--- config.mk ---
export PLATFORM = sky130hd
export DESIGN_NAME = wr_split_top
export DESIGN_NICKNAME = d
export VERILOG_FILES = /design/src/rtl/wsplit_pkg.sv /design/src/rtl/wsplit_rotate.sv /design/src/rtl/wsplit_merge.sv /design/src/rtl/wr_split_top.sv
export SDC_FILE = /design/constraint.sdc
export NUM_CORES = 2
export LEC_CHECK = 0
export BUFFER_PORTS_ARGS = -buffer_cell sky130_fd_sc_hd__buf_2
export CORE_ASPECT_RATIO = 1.25
export CORE_MARGIN = 10
export CORE_UTILIZATION = 35
export CTS_CLUSTER_DIAMETER = 120
export CTS_CLUSTER_SIZE = 8
export DETAILED_ROUTE_END_ITERATION = 7
export SYNTH_ARGS = -nofsm -noshare
export SYNTH_HDL_FRONTEND = slang
export SYNTH_SLANG_ARGS = --single-unit
--- constraint.sdc ---
create_clock -name clk -period 7.86 [get_ports clk]
set_input_delay 1.572 -clock clk [delete_from_list [all_inputs] [get_ports clk]]
set_output_delay 1.572 -clock clk [all_outputs]
set_load 0.02 [all_outputs]
--- src/rtl/wsplit_pkg.sv ---
package wsplit_pkg;
  typedef enum logic [2:0] {
    ST_IDLE    = 3'd0,
    ST_RD_REQ  = 3'd1,
    ST_RD_WAIT = 3'd2,
    ST_WR      = 3'd3,
    ST_RSP     = 3'd4
  } wsplit_state_e;
endpackage

--- src/rtl/wsplit_rotate.sv ---
// Shifts a unit of data and strobes up by a byte offset across two units.
module wsplit_rotate #(
  parameter int UNIT_BYTES = 32
) (
  input  logic [$clog2(UNIT_BYTES)-1:0] ofs,
  input  logic [8*UNIT_BYTES-1:0]       data,
  input  logic [UNIT_BYTES-1:0]         strb,
  output logic [8*UNIT_BYTES-1:0]       lo_data,
  output logic [8*UNIT_BYTES-1:0]       hi_data,
  output logic [UNIT_BYTES-1:0]         lo_strb,
  output logic [UNIT_BYTES-1:0]         hi_strb
);
  localparam int DATA_W = 8 * UNIT_BYTES;
  localparam int OFS_W  = $clog2(UNIT_BYTES);

  logic [2*DATA_W-1:0]     wide_d;
  logic [2*UNIT_BYTES-1:0] wide_s;
  logic [OFS_W+2:0]        bit_sh;

  always_comb begin
    bit_sh  = {ofs, 3'b000};
    wide_d  = {{DATA_W{1'b0}}, data} << bit_sh;
    wide_s  = {{UNIT_BYTES{1'b0}}, strb} << ofs;
    lo_data = wide_d[DATA_W-1:0];
    hi_data = wide_d[2*DATA_W-1:DATA_W];
    lo_strb = wide_s[UNIT_BYTES-1:0];
    hi_strb = wide_s[2*UNIT_BYTES-1:UNIT_BYTES];
  end
endmodule

--- src/rtl/wsplit_merge.sv ---
// Byte-wise merge of fresh bytes over an old unit.
module wsplit_merge #(
  parameter int UNIT_BYTES = 32
) (
  input  logic [8*UNIT_BYTES-1:0] old_data,
  input  logic [8*UNIT_BYTES-1:0] new_data,
  input  logic [UNIT_BYTES-1:0]   sel_new,
  output logic [8*UNIT_BYTES-1:0] merged
);
  for (genvar b = 0; b < UNIT_BYTES; b++) begin : g_byte
    assign merged[8*b +: 8] = sel_new[b] ? new_data[8*b +: 8] : old_data[8*b +: 8];
  end
endmodule

--- src/rtl/wr_split_top.sv ---
module wr_split_top
  import wsplit_pkg::*;
#(
  parameter int ADDR_W     = 32,
  parameter int UNIT_BYTES = 32
) (
  input  logic                    clk,
  input  logic                    rst,
  input  logic                    ecc_mode,
  input  logic                    req_valid,
  output logic                    req_ready,
  input  logic [ADDR_W-1:0]       req_addr,
  input  logic [8*UNIT_BYTES-1:0] req_data,
  input  logic [UNIT_BYTES-1:0]   req_strb,
  output logic                    rsp_valid,
  input  logic                    rsp_ready,
  output logic                    cmd_valid,
  input  logic                    cmd_ready,
  output logic [ADDR_W-1:0]       cmd_addr,
  output logic [8*UNIT_BYTES-1:0] cmd_data,
  output logic [UNIT_BYTES-1:0]   cmd_mask,
  output logic                    rd_valid,
  input  logic                    rd_ready,
  output logic [ADDR_W-1:0]       rd_addr,
  input  logic                    rd_rvalid,
  input  logic [8*UNIT_BYTES-1:0] rd_rdata
);
  localparam int DATA_W = 8 * UNIT_BYTES;
  localparam int OFS_W  = $clog2(UNIT_BYTES);
  localparam logic [ADDR_W-1:0] UNIT_STEP = ADDR_W'(UNIT_BYTES);

  wsplit_state_e           state_q;
  logic                    sel_q;      // 0 = lower unit, 1 = upper unit
  logic                    ecc_q;
  logic                    need_hi_q;
  logic [ADDR_W-1:0]       base_q;
  logic [ADDR_W-1:0]       cur_addr_q;
  logic [DATA_W-1:0]       data0_q, data1_q;
  logic [UNIT_BYTES-1:0]   strb0_q, strb1_q;

  logic [DATA_W-1:0]       rot_lo_d, rot_hi_d;
  logic [UNIT_BYTES-1:0]   rot_lo_s, rot_hi_s;
  logic [DATA_W-1:0]       cur_data, merged;
  logic [UNIT_BYTES-1:0]   cur_strb;
  logic                    req_fire;

  wsplit_rotate #(.UNIT_BYTES(UNIT_BYTES)) i_rotate (
    .ofs     (req_addr[OFS_W-1:0]),
    .data    (req_data),
    .strb    (req_strb),
    .lo_data (rot_lo_d),
    .hi_data (rot_hi_d),
    .lo_strb (rot_lo_s),
    .hi_strb (rot_hi_s)
  );

  assign cur_data = sel_q ? data1_q : data0_q;
  assign cur_strb = sel_q ? strb1_q : strb0_q;

  wsplit_merge #(.UNIT_BYTES(UNIT_BYTES)) i_merge (
    .old_data (rd_rdata),
    .new_data (cur_data),
    .sel_new  (cur_strb),
    .merged   (merged)
  );

  assign req_ready = (state_q == ST_IDLE);
  assign req_fire  = req_valid && req_ready;
  assign cmd_valid = (state_q == ST_WR);
  assign rd_valid  = (state_q == ST_RD_REQ);
  assign rsp_valid = (state_q == ST_RSP);
  assign cmd_addr  = cur_addr_q;
  assign rd_addr   = cur_addr_q;
  assign cmd_data  = cur_data;
  assign cmd_mask  = ecc_q ? {UNIT_BYTES{1'b1}} : cur_strb;

  always_ff @(posedge clk) begin
    if (rst) begin
      state_q    <= ST_IDLE;
      sel_q      <= 1'b0;
      ecc_q      <= 1'b0;
      need_hi_q  <= 1'b0;
      base_q     <= '0;
      cur_addr_q <= '0;
      data0_q    <= '0;
      data1_q    <= '0;
      strb0_q    <= '0;
      strb1_q    <= '0;
    end else begin
      unique case (state_q)
        ST_IDLE: begin
          if (req_fire) begin
            base_q     <= {req_addr[ADDR_W-1:OFS_W], {OFS_W{1'b0}}};
            cur_addr_q <= {req_addr[ADDR_W-1:OFS_W], {OFS_W{1'b0}}};
            data0_q    <= rot_lo_d;
            data1_q    <= rot_hi_d;
            strb0_q    <= rot_lo_s;
            strb1_q    <= rot_hi_s;
            ecc_q      <= ecc_mode;
            need_hi_q  <= |rot_hi_s;
            sel_q      <= 1'b0;
            state_q    <= (ecc_mode && !(&rot_lo_s)) ? ST_RD_REQ : ST_WR;
          end
        end
        ST_RD_REQ: begin
          if (rd_ready) state_q <= ST_RD_WAIT;
        end
        ST_RD_WAIT: begin
          if (rd_rvalid) begin
            if (sel_q) data1_q <= merged;
            else       data0_q <= merged;
            state_q <= ST_WR;
          end
        end
        ST_WR: begin
          if (cmd_ready) begin
            if (!sel_q && need_hi_q) begin
              sel_q      <= 1'b1;
              cur_addr_q <= base_q + UNIT_STEP;
              state_q    <= (ecc_q && !(&strb1_q)) ? ST_RD_REQ : ST_WR;
            end else begin
              state_q <= ST_RSP;
            end
          end
        end
        ST_RSP: begin
          if (rsp_ready) state_q <= ST_IDLE;
        end
        default: state_q <= ST_IDLE;
      endcase
    end
  end

  // Every emitted command sits on a unit boundary
  assert_cmd_aligned_R3: assert property (@(posedge clk) disable iff (rst)
    cmd_valid |-> (cmd_addr[OFS_W-1:0] == '0));

  // Upper-unit command goes to the unit just above the lower one
  assert_upper_unit_addr_R3: assert property (@(posedge clk) disable iff (rst)
    (cmd_valid && sel_q) |-> (cmd_addr == base_q + UNIT_STEP));

  // Protection mode never uses a partial mask
  assert_ecc_mask_full_R6: assert property (@(posedge clk) disable iff (rst)
    (cmd_valid && ecc_q) |-> (&cmd_mask));

  // Reads only occur in protection mode
  assert_read_only_ecc_R7: assert property (@(posedge clk) disable iff (rst)
    rd_valid |-> ecc_q);

  // Input stalls while any downstream activity is pending
  assert_input_stalled_R10: assert property (@(posedge clk) disable iff (rst)
    (cmd_valid || rd_valid || rsp_valid) |-> !req_ready);

  // Response follows the final command handshake
  assert_rsp_after_cmd_R10: assert property (@(posedge clk) disable iff (rst)
    $rose(rsp_valid) |-> $past(cmd_valid && cmd_ready));

  // Response is held until taken
  assert_rsp_hold_R10: assert property (@(posedge clk) disable iff (rst)
    (rsp_valid && !rsp_ready) |=> rsp_valid);

  // Back-pressured command keeps its payload
  assert_cmd_hold_R11: assert property (@(posedge clk) disable iff (rst)
    (cmd_valid && !cmd_ready) |=> (cmd_valid && $stable(cmd_addr)
                                   && $stable(cmd_data) && $stable(cmd_mask)));

  // Back-pressured read keeps its address
  assert_rd_hold_R11: assert property (@(posedge clk) disable iff (rst)
    (rd_valid && !rd_ready) |=> (rd_valid && $stable(rd_addr)));
endmodule

# Word-level counts from Yosys, hierarchy flattened
# Cells that the tools add are included.
# word_totals
in_bits	584
wordCells	103
ff_bits	641
# op_classes
shifts	2
n_reduce_logical	18
eq_ne	12
addsub	1
muxes	60
# ops
op	count
2-to-1 mux 256 bit	7
one-hot mux 256 bit (2 select lines)	2
left shift 256 x 8 -> 512 bit	1
2-to-1 mux 8 bit	32
2-to-1 mux 32 bit	5
one-hot mux 32 bit (2 select lines)	1
AND reduction 32 bit	2
left shift 32 x 5 -> 64 bit	1
adder 32 x 6 -> 32 bit (second input constant)	1
OR reduction 32 bit	1
2-to-1 mux 3 bit	6
one-hot mux 3 bit (5 select lines)	1
AND reduction 4 bit	3
!= test 2 x 1 -> 1 bit (second input constant)	5
== test 3 x 2 -> 1 bit (second input constant)	2
!= test 2 bit (second input constant)	3
AND reduction 5 bit	1
logical AND 1 bit	4
2-to-1 mux 2 bit	2
nonzero test 2 bit	2
== test 3 x 1 -> 1 bit (second input constant)	1
== test 3 bit (second input constant)	1
logical NOT 1 bit	3
logical NOT 3 bit	1
other kinds (3)	5

# Longest topological paths before layout
# depth
ltp_word	7
depth_mapped	12

# Hierarchy
# A second synthesis with hierarchy kept.
# hier_totals
cells_unflattened	6459
hier_area_um2	54740.0
# by_module_without_submodules
mod	n_inst	area_each_um2	seq_area_each_um2	cells_each
wr_split_top	1	30337.8	12732.2	3638
wsplit_rotate	1	21159.0	0.0	2533
wsplit_merge	1	3243.1	0.0	288

# Worst setup path after synthesis
# Ideal clock, no wire load.
# synth_path
path_kind	input to register
startpoint	input port req_addr[0]
endpoint	register data0_q[237]
path_slack_ns	4.238
n_path_buf	3
cell_stages	9
t_arrival_ns	3.490
path_cell_list	buf_6 > buf_6 > buf_2 > mux4_2 > and2_1 > nor3_1 > a21oi_1 > a2111oi_0 > nor3_1
# synth_via
elab_chain_len	3
# synth_lines
item	line	text
start, declared	wr_split_top.sv:12	input logic [ADDR_W-1:0] req_addr,
left shift 256 x 8 -> 512 bit	wsplit_rotate.sv:22	wide_d = {{DATA_W{1'b0}}, data} << bit_sh;
2-to-1 mux 256 bit	wr_split_top.sv:92	if (req_fire) begin
one-hot mux 256 bit (2 select lines)	wr_split_top.sv:90	unique case (state_q)
end signal, assigned	wr_split_top.sv:95	data0_q <= rot_lo_d;
end signal, assigned	wr_split_top.sv:111	else data0_q <= merged;
end, declared	wr_split_top.sv:38	logic [DATA_W-1:0] data0_q, data1_q;
# Every way passes these cells. The select of a mux whose other input is x is not followed.
# A chain may end at the register's enable or synchronous reset.

# Worst setup path after layout
# layout_path
startpoint	register sel_q
endpoint	output port cmd_mask[22]
# layout_via
elab_chain_len	2
# layout_lines
item	line	text
start, declared	wr_split_top.sv:33	logic sel_q;
start signal, assigned	wr_split_top.sv:80	sel_q <= 1'b0;
start signal, assigned	wr_split_top.sv:101	sel_q <= 1'b0;
start signal, assigned	wr_split_top.sv:118	sel_q <= 1'b1;
2-to-1 mux 32 bit	wr_split_top.sv:58	assign cur_strb = sel_q ? strb1_q : strb0_q;
2-to-1 mux 32 bit	wr_split_top.sv:75	assign cmd_mask = ecc_q ? {UNIT_BYTES{1'b1}} : cur_strb;
end, declared	wr_split_top.sv:21	output logic [UNIT_BYTES-1:0] cmd_mask,
# Every way passes these cells.

==> results.toml <==
[timing]
final_max_slew_viol_count = 0
slew_headroom_pct = 1.762
layout_min_cycle_time_ps = 5119
skew_ps = 36.83
rsz0062_at_grt = "false"
fmax_mhz = 195.3
min_period_over_period_pct = 65.13
setup_tns_ps = 0
setup_viol = 0
worst_pin_slew_ps = 1458
hold_viol = 0

[place]
placed_area_mm2 = 0.05447
numPortBuffers = 929
post-dp-hpwl_um = 260200
gp_congestion = 1.080

[cts]
insertion_delay_ps = 740
post_cts_buffers = 0
ctsHoldBuffers = 0
cts.reportedPaths.clkPinSlew_ps = 50
tritoncts = "yes"
clockBufferDepth = 3
cts_root_buf = "clkbuf_16"
cts_buffers = 91
htree_levels = 3
cts_sinks = 635
cts-resized-gates = 0

[global_routing]
use_met1_pct = 49.64
grt_util_met3_pct = 14.29
use_met2_pct = 58.87
first_global_vias = 52501
antenna_found_initial = 174
overflow = 0
grt_pass1_wl_um = 447700
gr-max-usage-layer = "met2"
grt_use_total_pct = 40.55
grt_max_degree = 168

[floorplanning]
die_h_um = 439.1
initial_utilization_pct = 35.28
top_level_ports = 940
core_area_mm2 = 0.1394
die_x_um = 355.3
rows = 153
dieArea_mm2 = 0.1560

[synthesis]
ys_seq_area_share_pct = 25.85
synthesis.area_mm2 = 0.04917
yosysWarningCount = 0
async_flop_share_pct = 0
ys_top_cells_by_area = "dfxtp_1 (26%), mux4_2 (12%), mux2i_1 (10%), nor2_1 (7.8%), mux2_2 (6.1%)"
syn_inst = 6164
ys_ff_latch = 635
yosysTopAreaCellShare_pct = 25.85
yosysTopAreaCell = "dfxtp_1"
ys.flop_type = "dfxtp_1"
synth_edf_count = 0
syn_avg_cell_area_um2 = 7.977
ys_types = 73

[route]
drtAntennaViolNets = 0
drc = 4
wl_per_cell_um = 38.71
drt_pass1_iterations = 8
routed_wl_um = 334600
dr.first_iter.drc_count = 8790
vias = 56726
viasPerCell = 6.563

[job]
drv_cap = 0

[power_and_ir_drop]
ir_worst_vdd_mv = 0.2762
p_leak_nw = 23.30
power.density_mw_per_mm2 = 320.3

[critical_path]
critPathCaptureType = "output pin"
critical_path_arrival_ps = 3550
crit_required_ps = 6290
path_class = "flip-flop to output pin"
start_kind = "flip-flop"
crit_fanout = 50

[layout]
postLayoutCellArea_mm2 = 0.05723
drive_above_1_share_pct = 26.03
area_delta_synth_final_pct = 16.39
nNetsFinal = 7255

[status]
outcome = "complete, but fails checks"
violations = "DRC"

[min_path]
hold_class = "flip-flop to flip-flop"
-- per-stage QoR --
step / hold WS, ps / std cells / power [mW] / worst slack (ps) / utilization [%]
global route: 465.1 / 8606 / 18.91 / 2705 / 41.00
finish: 451.4 / 8643 / 18.33 / 2741 / 41.07
global placement: 438.0 / 8437 / 14.20 / 2375 / 39.08
CTS: 450.9 / 8542 / 18.03 / 2730 / 40.89
detailed placement: 443.9 / 8437 / 14.24 / 2407 / 39.08
floorplan: 428.5 / 6173 / 10.37 / 4238 / -
-- state kept, by name, indices dropped and copies added, names as in the netlist --
register	cells
data1_q	256
strb0_q	32
data0_q	256
strb1_q	31
state_q	3
need_hi_q	1
sel_q	1
ecc_q	1
cmd_addr	27
base_q	27
-- critical path, stage by stage, from the launching register on --
cell	delay [ps]
dfxtp_4	950
buf_4	690
mux2_2	600
or2_2	340
buf_2	160
-- layout make-up --
class                      instances  area, um2
tap                             1860       2327
timing repair buffer            1029       5652
sequential                       635      12720
clock buffer                      95       2323
antenna                          101      252.7
fill                           14757      82130
multi-input combinational       4812      33380
inverter                         101      391.6
clock inverter                    10      190.2
-- worst paths after layout --
path / startpoint / to / slack, ps / cells past startpoint
max reg2reg: state_q[2]$_SDFFE_PP0P_ / data0_q[129]$_SDFFE_PP0P_ / 3400 / 7
max: sel_q$_SDFFE_PP0P_ / cmd_mask[22] / 2740 / 4
min reg2reg: data0_q[27]$_SDFFE_PP0P_ / data0_q[27]$_SDFFE_PP0P_ / 450 / 2
min: data0_q[27]$_SDFFE_PP0P_ / data0_q[27]$_SDFFE_PP0P_ / 450 / 2
-- cells by family after synthesis --
| group | after synthesis | share of synthesized area (%) |
|---|---|---|
| buf+inv | 726 | 6.560 |
| compound gates | 1268 | 17.27 |
| fa+ha+maj | 1 | 0.02544 |
| mux | 1032 | 28.37 |
| flops | 635 | 25.85 |
| other cells | 1 | 0.007626 |
| simple gates | 2476 | 21.46 |
| xor+xnor | 25 | 0.4453 |
-- layer usage --
layer | up-vias | part of all wire, %
met3 | 883 | 13
met2 | 4244 | 42
met5 | - | 0.16
met1 | 28087 | 37
met4 | 82 | 7.9
li1 | 23430 | -
-- Yosys cell counts (all sizes together) (44+ instances only) --
library cell  instances
mux2i               500
nor3                373
mux4                261
a22oi                55
a21oi               217
nand2               789
inv                 100
nand2b               78
o22ai                50
o221ai               74
o21ai               352
nor2               1018
a211oi              194
buf                 250
dfxtp               635
a311oi               66
or2                  44
clkbuf              375
mux2                271
o211ai               51
-- power breakdown --
part	leakage (nW)	total [mW]	switching, mW	internal, mW
combinational	16.9	9.83	6.87	2.96
clock	1.22	3.79	1.67	2.12
sequential	5.23	4.71	0.565	4.14
-- cells in the final DEF, fill, tap and decap left out, drive strengths merged, types with 50 or more instances in the layout --
| cell | instances |
|---|---|
| clkbuf | 96 |
| nand2 | 789 |
| o21ai | 352 |
| nand2b | 78 |
| buf | 1028 |
| a21oi | 217 |
| nor3 | 373 |
| a22oi | 55 |
| diode | 101 |
| dfxtp | 635 |
| o22ai | 50 |
| mux4 | 261 |
| o211ai | 51 |
| inv | 104 |
| mux2i | 500 |
| o221ai | 74 |
| nor2 | 1018 |
| a311oi | 66 |
| a211oi | 194 |
| mux2 | 271 |
Note: power is estimated with default switching activity, not from simulation.
